`config.mk`:
```
export PLATFORM = sky130hd
export DESIGN_NAME = serial_word_shifter
export DESIGN_NICKNAME = d
export VERILOG_FILES = /design/src/rtl/sws_pkg.sv /design/src/rtl/sws_sync.sv /design/src/rtl/sws_tx.sv /design/src/rtl/sws_rx.sv /design/src/rtl/serial_word_shifter.sv
export SDC_FILE = /design/constraint.sdc
export NUM_CORES = 1
export LEC_CHECK = 0
export BUFFER_PORTS_ARGS = -buffer_cell sky130_fd_sc_hd__buf_2
export CELL_PAD_IN_SITES_DETAIL_PLACEMENT = 1
export CELL_PAD_IN_SITES_GLOBAL_PLACEMENT = 2
export CORE_UTILIZATION = 41
export CTS_CLUSTER_SIZE = 14
export DETAILED_ROUTE_END_ITERATION = 8
export PLACE_DENSITY = 0.87
export SYNTH_ARGS = -nofsm -noshare
export SYNTH_HDL_FRONTEND = slang
export SYNTH_HIERARCHICAL = 1
export SYNTH_SLANG_ARGS = --single-unit
export TNS_END_PERCENT = 100
```
`constraint.sdc`:
```
create_clock -name clk -period 2.4 [get_ports clk]
set_input_delay 0.24 -clock clk [delete_from_list [all_inputs] [get_ports clk]]
set_output_delay 0.24 -clock clk [all_outputs]
set_load 0.05 [all_outputs]
```
`src/rtl/sws_pkg.sv`:
```
package sws_pkg;

    localparam int WORD_MAX = 16;
    localparam int BYTE_W   = 8;
    localparam int CODE_W   = 2;
    localparam int CNT_W    = $clog2(WORD_MAX + 1);

    localparam logic [CODE_W-1:0] ORDER_LSB = 2'b01;

    typedef enum logic [1:0] {
        ENG_IDLE  = 2'd0,
        ENG_ARMED = 2'd1,
        ENG_SHIFT = 2'd2
    } eng_state_t;

    // bits per word for a length code and an order code
    function automatic logic [CNT_W-1:0] word_bits(input logic [CODE_W-1:0] len_code,
                                                   input logic [CODE_W-1:0] order);
        logic [CNT_W-1:0] n;
        if (order == ORDER_LSB) begin
            n = CNT_W'(BYTE_W);
        end else begin
            unique case (len_code)
                2'd0:    n = CNT_W'(8);
                2'd1:    n = CNT_W'(12);
                default: n = CNT_W'(16);
            endcase
        end
        return n;
    endfunction

endpackage

```
`src/rtl/sws_sync.sv`:
```
module sws_sync #(
    parameter int WIDTH  = 1,
    parameter int STAGES = 2
) (
    input  logic             clk,
    input  logic             rst_n,
    input  logic [WIDTH-1:0] d,
    output logic [WIDTH-1:0] q
);

    for (genvar g = 0; g < WIDTH; g++) begin : g_line
        logic [STAGES-1:0] chain_q;
        if (STAGES == 1) begin : g_single
            always_ff @(posedge clk or negedge rst_n) begin
                if (!rst_n) chain_q <= '0;
                else        chain_q <= d[g];
            end
        end else begin : g_multi
            always_ff @(posedge clk or negedge rst_n) begin
                if (!rst_n) chain_q <= '0;
                else        chain_q <= {chain_q[STAGES-2:0], d[g]};
            end
        end
        assign q[g] = chain_q[STAGES-1];
    end

endmodule

```
`src/rtl/sws_tx.sv`:
```
module sws_tx
    import sws_pkg::*;
(
    input  logic                clk,
    input  logic                rst_n,
    input  logic                act,
    input  logic                fs_rise,
    input  logic [CODE_W-1:0]   cfg_len,
    input  logic [CODE_W-1:0]   cfg_order,
    input  logic                wr_en,
    input  logic [WORD_MAX-1:0] wr_data,
    output logic                pin,
    output logic                ready,
    output logic                event_o,
    output logic                underflow
);

    eng_state_t state_q, state_d;

    logic [WORD_MAX-1:0] hold_q, last_q, sh_q;
    logic                hold_full_q, pin_q, ev_q, uf_q, lsb_q;
    logic [CNT_W-1:0]    cnt_q, lim_q;

    logic                start, in_word, last_bit, load_lsb;
    logic [WORD_MAX-1:0] load_word;
    logic [CNT_W-1:0]    load_lim, align_amt;

    assign start     = (state_q == ENG_IDLE) && fs_rise;
    assign in_word   = (state_q == ENG_ARMED) || (state_q == ENG_SHIFT);
    assign last_bit  = (cnt_q == lim_q - CNT_W'(1));
    assign load_lim  = word_bits(cfg_len, cfg_order);
    assign load_lsb  = (cfg_order == ORDER_LSB);
    assign load_word = hold_full_q ? hold_q : last_q;
    assign align_amt = CNT_W'(WORD_MAX) - load_lim;

    // state register
    always_ff @(posedge clk or negedge rst_n) begin
        if (!rst_n) state_q <= ENG_IDLE;
        else        state_q <= state_d;
    end

    // next state
    always_comb begin
        state_d = state_q;
        unique case (state_q)
            ENG_IDLE:  if (fs_rise)           state_d = ENG_ARMED;
            ENG_ARMED: if (act)               state_d = ENG_SHIFT;
            ENG_SHIFT: if (act && last_bit)   state_d = ENG_IDLE;
            default:                          state_d = ENG_IDLE;
        endcase
    end

    // datapath
    always_ff @(posedge clk or negedge rst_n) begin
        if (!rst_n) begin
            hold_q      <= '0;
            last_q      <= '0;
            sh_q        <= '0;
            hold_full_q <= 1'b0;
            pin_q       <= 1'b0;
            ev_q        <= 1'b0;
            uf_q        <= 1'b0;
            lsb_q       <= 1'b0;
            cnt_q       <= '0;
            lim_q       <= CNT_W'(BYTE_W);
        end else begin
            ev_q <= 1'b0;
            if (start) begin
                lim_q <= load_lim;
                lsb_q <= load_lsb;
                cnt_q <= '0;
                // MSB-first words are left-aligned so bit WORD_MAX-1 leaves first
                sh_q  <= load_lsb ? load_word : (load_word << align_amt);
                if (hold_full_q) begin
                    last_q      <= hold_q;
                    hold_full_q <= 1'b0;
                    ev_q        <= !wr_en;
                end else begin
                    uf_q <= 1'b1;
                end
            end
            if (in_word && act) begin
                pin_q <= lsb_q ? sh_q[0] : sh_q[WORD_MAX-1];
                sh_q  <= lsb_q ? (sh_q >> 1) : (sh_q << 1);
                cnt_q <= cnt_q + CNT_W'(1);
            end
            if (wr_en) begin
                hold_q      <= wr_data;
                hold_full_q <= 1'b1;
                uf_q        <= 1'b0;
            end
        end
    end

    // outputs
    always_comb begin
        pin       = pin_q;
        ready     = !hold_full_q;
        event_o   = ev_q;
        underflow = uf_q;
    end

endmodule

```
`src/rtl/sws_rx.sv`:
```
module sws_rx
    import sws_pkg::*;
(
    input  logic                clk,
    input  logic                rst_n,
    input  logic                act,
    input  logic                fs_rise,
    input  logic                din,
    input  logic [CODE_W-1:0]   cfg_len,
    input  logic [CODE_W-1:0]   cfg_order,
    input  logic                rd_en,
    output logic [WORD_MAX-1:0] rd_data,
    output logic                ready,
    output logic                event_o,
    output logic                overrun
);

    eng_state_t state_q, state_d;

    logic [WORD_MAX-1:0] sh_q, buf_q, rd_q;
    logic [CNT_W-1:0]    cnt_q, lim_q;
    logic                lsb_q, done_q, buf_full_q, rd_full_q, ev_q, ov_q;
    logic                start, in_word, last_bit, move;

    assign start    = (state_q == ENG_IDLE) && fs_rise;
    assign in_word  = (state_q == ENG_ARMED) || (state_q == ENG_SHIFT);
    assign last_bit = (cnt_q == lim_q - CNT_W'(1));
    assign move     = buf_full_q && !rd_full_q;

    // state register
    always_ff @(posedge clk or negedge rst_n) begin
        if (!rst_n) state_q <= ENG_IDLE;
        else        state_q <= state_d;
    end

    // next state
    always_comb begin
        state_d = state_q;
        unique case (state_q)
            ENG_IDLE:  if (fs_rise)           state_d = ENG_ARMED;
            ENG_ARMED: if (act)               state_d = ENG_SHIFT;
            ENG_SHIFT: if (act && last_bit)   state_d = ENG_IDLE;
            default:                          state_d = ENG_IDLE;
        endcase
    end

    // shift register, cleared at frame start so narrow words come out zero-filled
    always_ff @(posedge clk or negedge rst_n) begin
        if (!rst_n) begin
            sh_q   <= '0;
            cnt_q  <= '0;
            lim_q  <= CNT_W'(BYTE_W);
            lsb_q  <= 1'b0;
            done_q <= 1'b0;
        end else begin
            done_q <= 1'b0;
            if (start) begin
                sh_q  <= '0;
                cnt_q <= '0;
                lim_q <= word_bits(cfg_len, cfg_order);
                lsb_q <= (cfg_order == ORDER_LSB);
            end
            if (in_word && act) begin
                if (lsb_q) sh_q[BYTE_W-1:0] <= {din, sh_q[BYTE_W-1:1]};
                else       sh_q             <= {sh_q[WORD_MAX-2:0], din};
                cnt_q  <= cnt_q + CNT_W'(1);
                done_q <= last_bit;
            end
        end
    end

    // buffer and read register
    always_ff @(posedge clk or negedge rst_n) begin
        if (!rst_n) begin
            buf_q      <= '0;
            rd_q       <= '0;
            buf_full_q <= 1'b0;
            rd_full_q  <= 1'b0;
            ev_q       <= 1'b0;
            ov_q       <= 1'b0;
        end else begin
            ev_q <= 1'b0;
            if (move) begin
                rd_q       <= buf_q;
                rd_full_q  <= 1'b1;
                buf_full_q <= 1'b0;
                ev_q       <= 1'b1;
            end
            if (done_q) begin
                if (!buf_full_q || move) begin
                    buf_q      <= sh_q;
                    buf_full_q <= 1'b1;
                end else begin
                    ov_q <= 1'b1;
                end
            end
            if (rd_en && rd_full_q) begin
                rd_full_q <= 1'b0;
                ov_q      <= 1'b0;
            end
        end
    end

    // outputs
    always_comb begin
        rd_data = rd_q;
        ready   = rd_full_q;
        event_o = ev_q;
        overrun = ov_q;
    end

endmodule

```
`src/rtl/serial_word_shifter.sv`:
```
module serial_word_shifter
    import sws_pkg::*;
#(
    parameter int SYNC_STAGES = 2
) (
    input  logic                clk,
    input  logic                rst_n,
    input  logic                cfg_loop,
    input  logic                cfg_tx_pol,
    input  logic [CODE_W-1:0]   cfg_tx_len,
    input  logic [CODE_W-1:0]   cfg_tx_order,
    input  logic                cfg_rx_pol,
    input  logic [CODE_W-1:0]   cfg_rx_len,
    input  logic [CODE_W-1:0]   cfg_rx_order,
    input  logic                tx_bclk,
    input  logic                tx_fs,
    output logic                tx_pin,
    input  logic                rx_bclk,
    input  logic                rx_fs,
    input  logic                rx_pin,
    input  logic                wr_en,
    input  logic [WORD_MAX-1:0] wr_data,
    output logic                tx_ready,
    output logic                tx_event,
    output logic                tx_underflow,
    input  logic                rd_en,
    output logic [WORD_MAX-1:0] rd_data,
    output logic                rx_ready,
    output logic                rx_event,
    output logic                rx_overrun
);

    localparam int N_LINES = 5;
    localparam int N_EDGE  = 4;
    localparam int L_TXB = 0, L_TXF = 1, L_RXB = 2, L_RXF = 3, L_RXD = 4;

    logic [N_LINES-1:0] raw, lvl;
    logic [N_EDGE-1:0]  prev_q;

    logic tx_b_rise, tx_b_fall, tx_fs_rise;
    logic rx_b_rise, rx_b_fall, rx_fs_rise_ext;
    logic tx_act, rx_act, rx_fs_rise, rx_din;

    assign raw = {rx_pin, rx_fs, rx_bclk, tx_fs, tx_bclk};

    sws_sync #(
        .WIDTH  (N_LINES),
        .STAGES (SYNC_STAGES)
    ) u_sync (
        .clk   (clk),
        .rst_n (rst_n),
        .d     (raw),
        .q     (lvl)
    );

    always_ff @(posedge clk or negedge rst_n) begin
        if (!rst_n) prev_q <= '0;
        else        prev_q <= lvl[N_EDGE-1:0];
    end

    always_comb begin
        tx_b_rise      =  lvl[L_TXB] & ~prev_q[L_TXB];
        tx_b_fall      = ~lvl[L_TXB] &  prev_q[L_TXB];
        tx_fs_rise     =  lvl[L_TXF] & ~prev_q[L_TXF];
        rx_b_rise      =  lvl[L_RXB] & ~prev_q[L_RXB];
        rx_b_fall      = ~lvl[L_RXB] &  prev_q[L_RXB];
        rx_fs_rise_ext =  lvl[L_RXF] & ~prev_q[L_RXF];

        tx_act = cfg_tx_pol ? tx_b_fall : tx_b_rise;
        if (cfg_loop) begin
            rx_act     = cfg_rx_pol ? tx_b_rise : tx_b_fall;
            rx_fs_rise = tx_fs_rise;
            rx_din     = tx_pin;
        end else begin
            rx_act     = cfg_rx_pol ? rx_b_rise : rx_b_fall;
            rx_fs_rise = rx_fs_rise_ext;
            rx_din     = lvl[L_RXD];
        end
    end

    sws_tx u_tx (
        .clk       (clk),
        .rst_n     (rst_n),
        .act       (tx_act),
        .fs_rise   (tx_fs_rise),
        .cfg_len   (cfg_tx_len),
        .cfg_order (cfg_tx_order),
        .wr_en     (wr_en),
        .wr_data   (wr_data),
        .pin       (tx_pin),
        .ready     (tx_ready),
        .event_o   (tx_event),
        .underflow (tx_underflow)
    );

    sws_rx u_rx (
        .clk       (clk),
        .rst_n     (rst_n),
        .act       (rx_act),
        .fs_rise   (rx_fs_rise),
        .din       (rx_din),
        .cfg_len   (cfg_rx_len),
        .cfg_order (cfg_rx_order),
        .rd_en     (rd_en),
        .rd_data   (rd_data),
        .ready     (rx_ready),
        .event_o   (rx_event),
        .overrun   (rx_overrun)
    );

endmodule

```
==> flow_metrics.tcl <==
set metrics [dict create \
    outcome "complete, no violations" \
    dp_hpwl_mm 9.65 \
    cp.arrival_ns 2.30 \
    dp_cells 780 \
    fin_cells 819 \
    routed_wl_mm 13.9 \
    gr-total-overflow 0 \
    root_buffer "clkbuf_16" \
    die_h_um 128 \
    crit_slowest_cell "dfrtp_1" \
    synth_cells 530 \
    hold_violations 0 \
    start_kind "flop" \
    ios 59 \
    drive_gt1_share_pct 30.1 \
    cts_tree "yes" \
    cts-resized-gates 0 \
    hold_path.class "input pin to flop" \
    crit_fanout 5 \
    die_w_um 128 \
    cellLeakagePower_nw 3.59 \
    drc_errors 0 \
    syn_area_per_cell_um2 12.3 \
    worst_pin_slew_ns 0.675 \
    clk_pin_slew_ns 0.06 \
    worst-path-buf-inv 0 \
    grt_max_degree 56 \
    setup_tns_ns 0 \
    numCtsBuffers 17 \
    rows 45 \
    endpoint_kind "flop" \
    synth_edf_count 0 \
    yosysWarnings 6 \
    synth_cell_types 54 \
    max_freq_mhz 500 \
    maxCapViolations 0 \
    synthArstFlopShare_pct 100 \
    design.die.area_um2 16500 \
    n_fill_cell 1602 \
    setup_viol 0 \
    drt_iter0_drc 214 \
    clock_latency_ns 0.42 \
    syn_area_um2 6540 \
    rsz0062_at_grt "false" \
    place.gp.congestion 0.760 \
    max-slew-margin-rel_pct 55.0 \
    wl_per_cell_um 17.0 \
    worstPathRequired_ns 2.70 \
    htree_levels 4 \
    min_period_over_period_pct 83.4 \
    grt_usage_pct 18.4 \
    via_per_inst 5.22 \
    dr.pass1.iters 4 \
    crit_family "compound AO/OA/AOI/OAI gates" \
    cp_slowest_stage_delay_ns 0.40 \
    ys.flop_type "dfrtp_1" \
    ir_worst_vdd_mv 0.548 \
    yosysSeqAreaShare_pct 54.0 \
    clock-sinks 141 \
    drv_slew 0 \
    area.growth.synth_to_final_pct 16.8 \
    p_per_area_nw_per_um2 1030 \
    synth_seq_cells 141 \
    grt_pass1_wl_mm 23.3 \
    syn-num-nets 580 \
    final_util_pct 49.7 \
    fin_skew_ns 0.00942 \
    core_area_um2 15400 \
    vias 4275 \
    drtAntennaViolNets 0 \
    grt_pass1_vias 4591 \
    path_cells "nand2b_1 > o211ai_1 > nand2b_1 > nand3_1 > o31a_1 > mux2_1" \
    initial_core_util_pct 42.6 \
    fin_crit_ns 2.00 \
    timing.hold.ws_ns 0.0438 \
    n_antenna_cell 0 \
    worst-setup-path-type "flop to flop" \
    antenna_found_initial 0 \
    layout.nets 645 \
    crit_top_cell "nand2b_1" \
    port_buffers 58 \
    cts_buffer_depth 2 \
]
final cells by class:
class,instances,area [um^2],share of cell area [%]
sequential,141,3530,46.2
tap,211,264,3.45
timing repair buffer,79,497,6.50
multi-input combinational,346,2750,36.0
clock inverter,13,120,1.57
inverter,10,37.5,0.491
clock buffer,19,443,5.79
power breakdown:
group	switching (mW)	internal, mW
registers	0.496	2.89
clock network	1.03	1.45
logic	1.02	0.994
layer usage:
metal	vias up	wire [um]	track usage, %
met5	-	0	0
met4	0	216	6.44
met3	16	395	4.47
met2	63	7080	31.4
met1	2183	6230	22.8
li1	2013	-	-
path summary, 6_finish.rpt:
| check | from | to | slack (ns) | depth (start not counted) |
|---|---|---|---|---|
| setup / recovery | prev_q[0]$_DFF_PN0_ | u_rx/state_q[1]$_DFFE_PN0P_ | 0.40 | 6 |
| hold / removal | wr_data[2] | u_tx/hold_q[2]$_DFFE_PN0P_ | 0.04 | 2 |
| setup reg to reg | prev_q[0]$_DFF_PN0_ | u_rx/state_q[1]$_DFFE_PN0P_ | 0.40 | 6 |
| hold reg to reg | u_sync/g_line[1].chain_q[0]$_DFF_PN0_ | u_sync/g_line[1].chain_q[1]$_DFF_PN0_ | 0.36 | 0 |
| max in group asynchronous | rst_n | u_rx/buf_full_q$_DFF_PN0_ | 1.39 | 3 |
| min in group asynchronous | rst_n | u_tx/hold_q[1]$_DFFE_PN0P_ | 0.32 | 2 |
cells by family after synthesis:
group | synth area share, %
buf+inv | 3.96
compound gates | 9.18
simple gates | 9.10
xor+xnor | 1.34
mux | 19.8
fa+ha+maj | 2.68
flops | 54.0
flip-flops by register name, indices dropped and copies added, names as in the netlist, 2 cells and up:
name / count
u_tx/last_q: 16
prev_q: 4
u_tx/sh_q: 16
u_rx/lim_q: 3
u_rx/state_q: 2
u_tx/cnt_q: 5
u_tx/state_q: 2
u_sync/g_line.chain_q: 10
u_tx/lim_q: 3
u_rx/cnt_q: 5
u_rx/buf_q: 16
u_rx/rd_data: 16
u_rx/sh_q: 16
u_tx/hold_q: 16
metrics by stage:
| step | instance area [um^2] | power (mW) | setup slack [ns] |
|---|---|---|---|
| floorplan | 6540 | 4.85 | 0.561 |
| global placement | 7010 | 5.26 | 0.505 |
| detailed placement | 7010 | 5.43 | 0.417 |
| CTS | 7640 | 7.98 | 0.382 |
| global route | 7640 | 8.34 | 0.199 |
| finish | 7640 | 7.89 | 0.400 |
synth_stat cells, types with 2 or more instances:
master / count / area share [%]
dfrtp_1: 139 / 53
mux2_2: 67 / 12
nand2_1: 51 / 2.9
o21ai_0: 38 / 2.9
mux2i_1: 31 / 4.7
nor2_1: 23 / 1.3
a21oi_1: 15 / 1.1
ha_1: 14 / 2.7
clkbuf_1: 11 / 0.63
inv_1: 10 / 0.57
o31ai_1: 9 / 1.0
a211oi_1: 8 / 0.92
buf_2: 8 / 0.61
buf_4: 8 / 0.92
nor2b_1: 8 / 0.76
mux4_1: 7 / 2.8
nand2b_1: 7 / 0.67
nand3_1: 7 / 0.54
xnor2_1: 5 / 0.67
xor2_1: 5 / 0.67
a31oi_1: 4 / 0.38
buf_6: 4 / 0.69
nand3b_1: 4 / 0.46
o22ai_1: 4 / 0.38
a21boi_0: 3 / 0.34
and2b_1: 3 / 0.34
o221a_2: 3 / 0.52
a21o_1: 2 / 0.23
and2_1: 2 / 0.19
dfstp_2: 2 / 0.80
mux2_1: 2 / 0.34
nand4_1: 2 / 0.19
nor3_1: 2 / 0.15
o311a_1: 2 / 0.31
cell usage in the layout, fill, tap and decap left out, types with 9 or more instances in the layout:
cell       Yosys  final
a21oi_1       15     15
dfrtp_1      139    139
ha_1          14     14
inv_1         10     10
clkbuf_16      0     17
nor2_1        23     23
mux2_2        67     67
o21ai_0       38     38
buf_2          8     57
o31ai_1        9      9
nand2_1       51     51
buf_4          8     12
mux2i_1       31     31
timing repair:
item	4_1_cts	5_1_grt
hold buffers	7	0
endpoints found under the hold margin	50	0
setup buffers	0	0
Note: power is estimated with default switching activity, not from simulation.
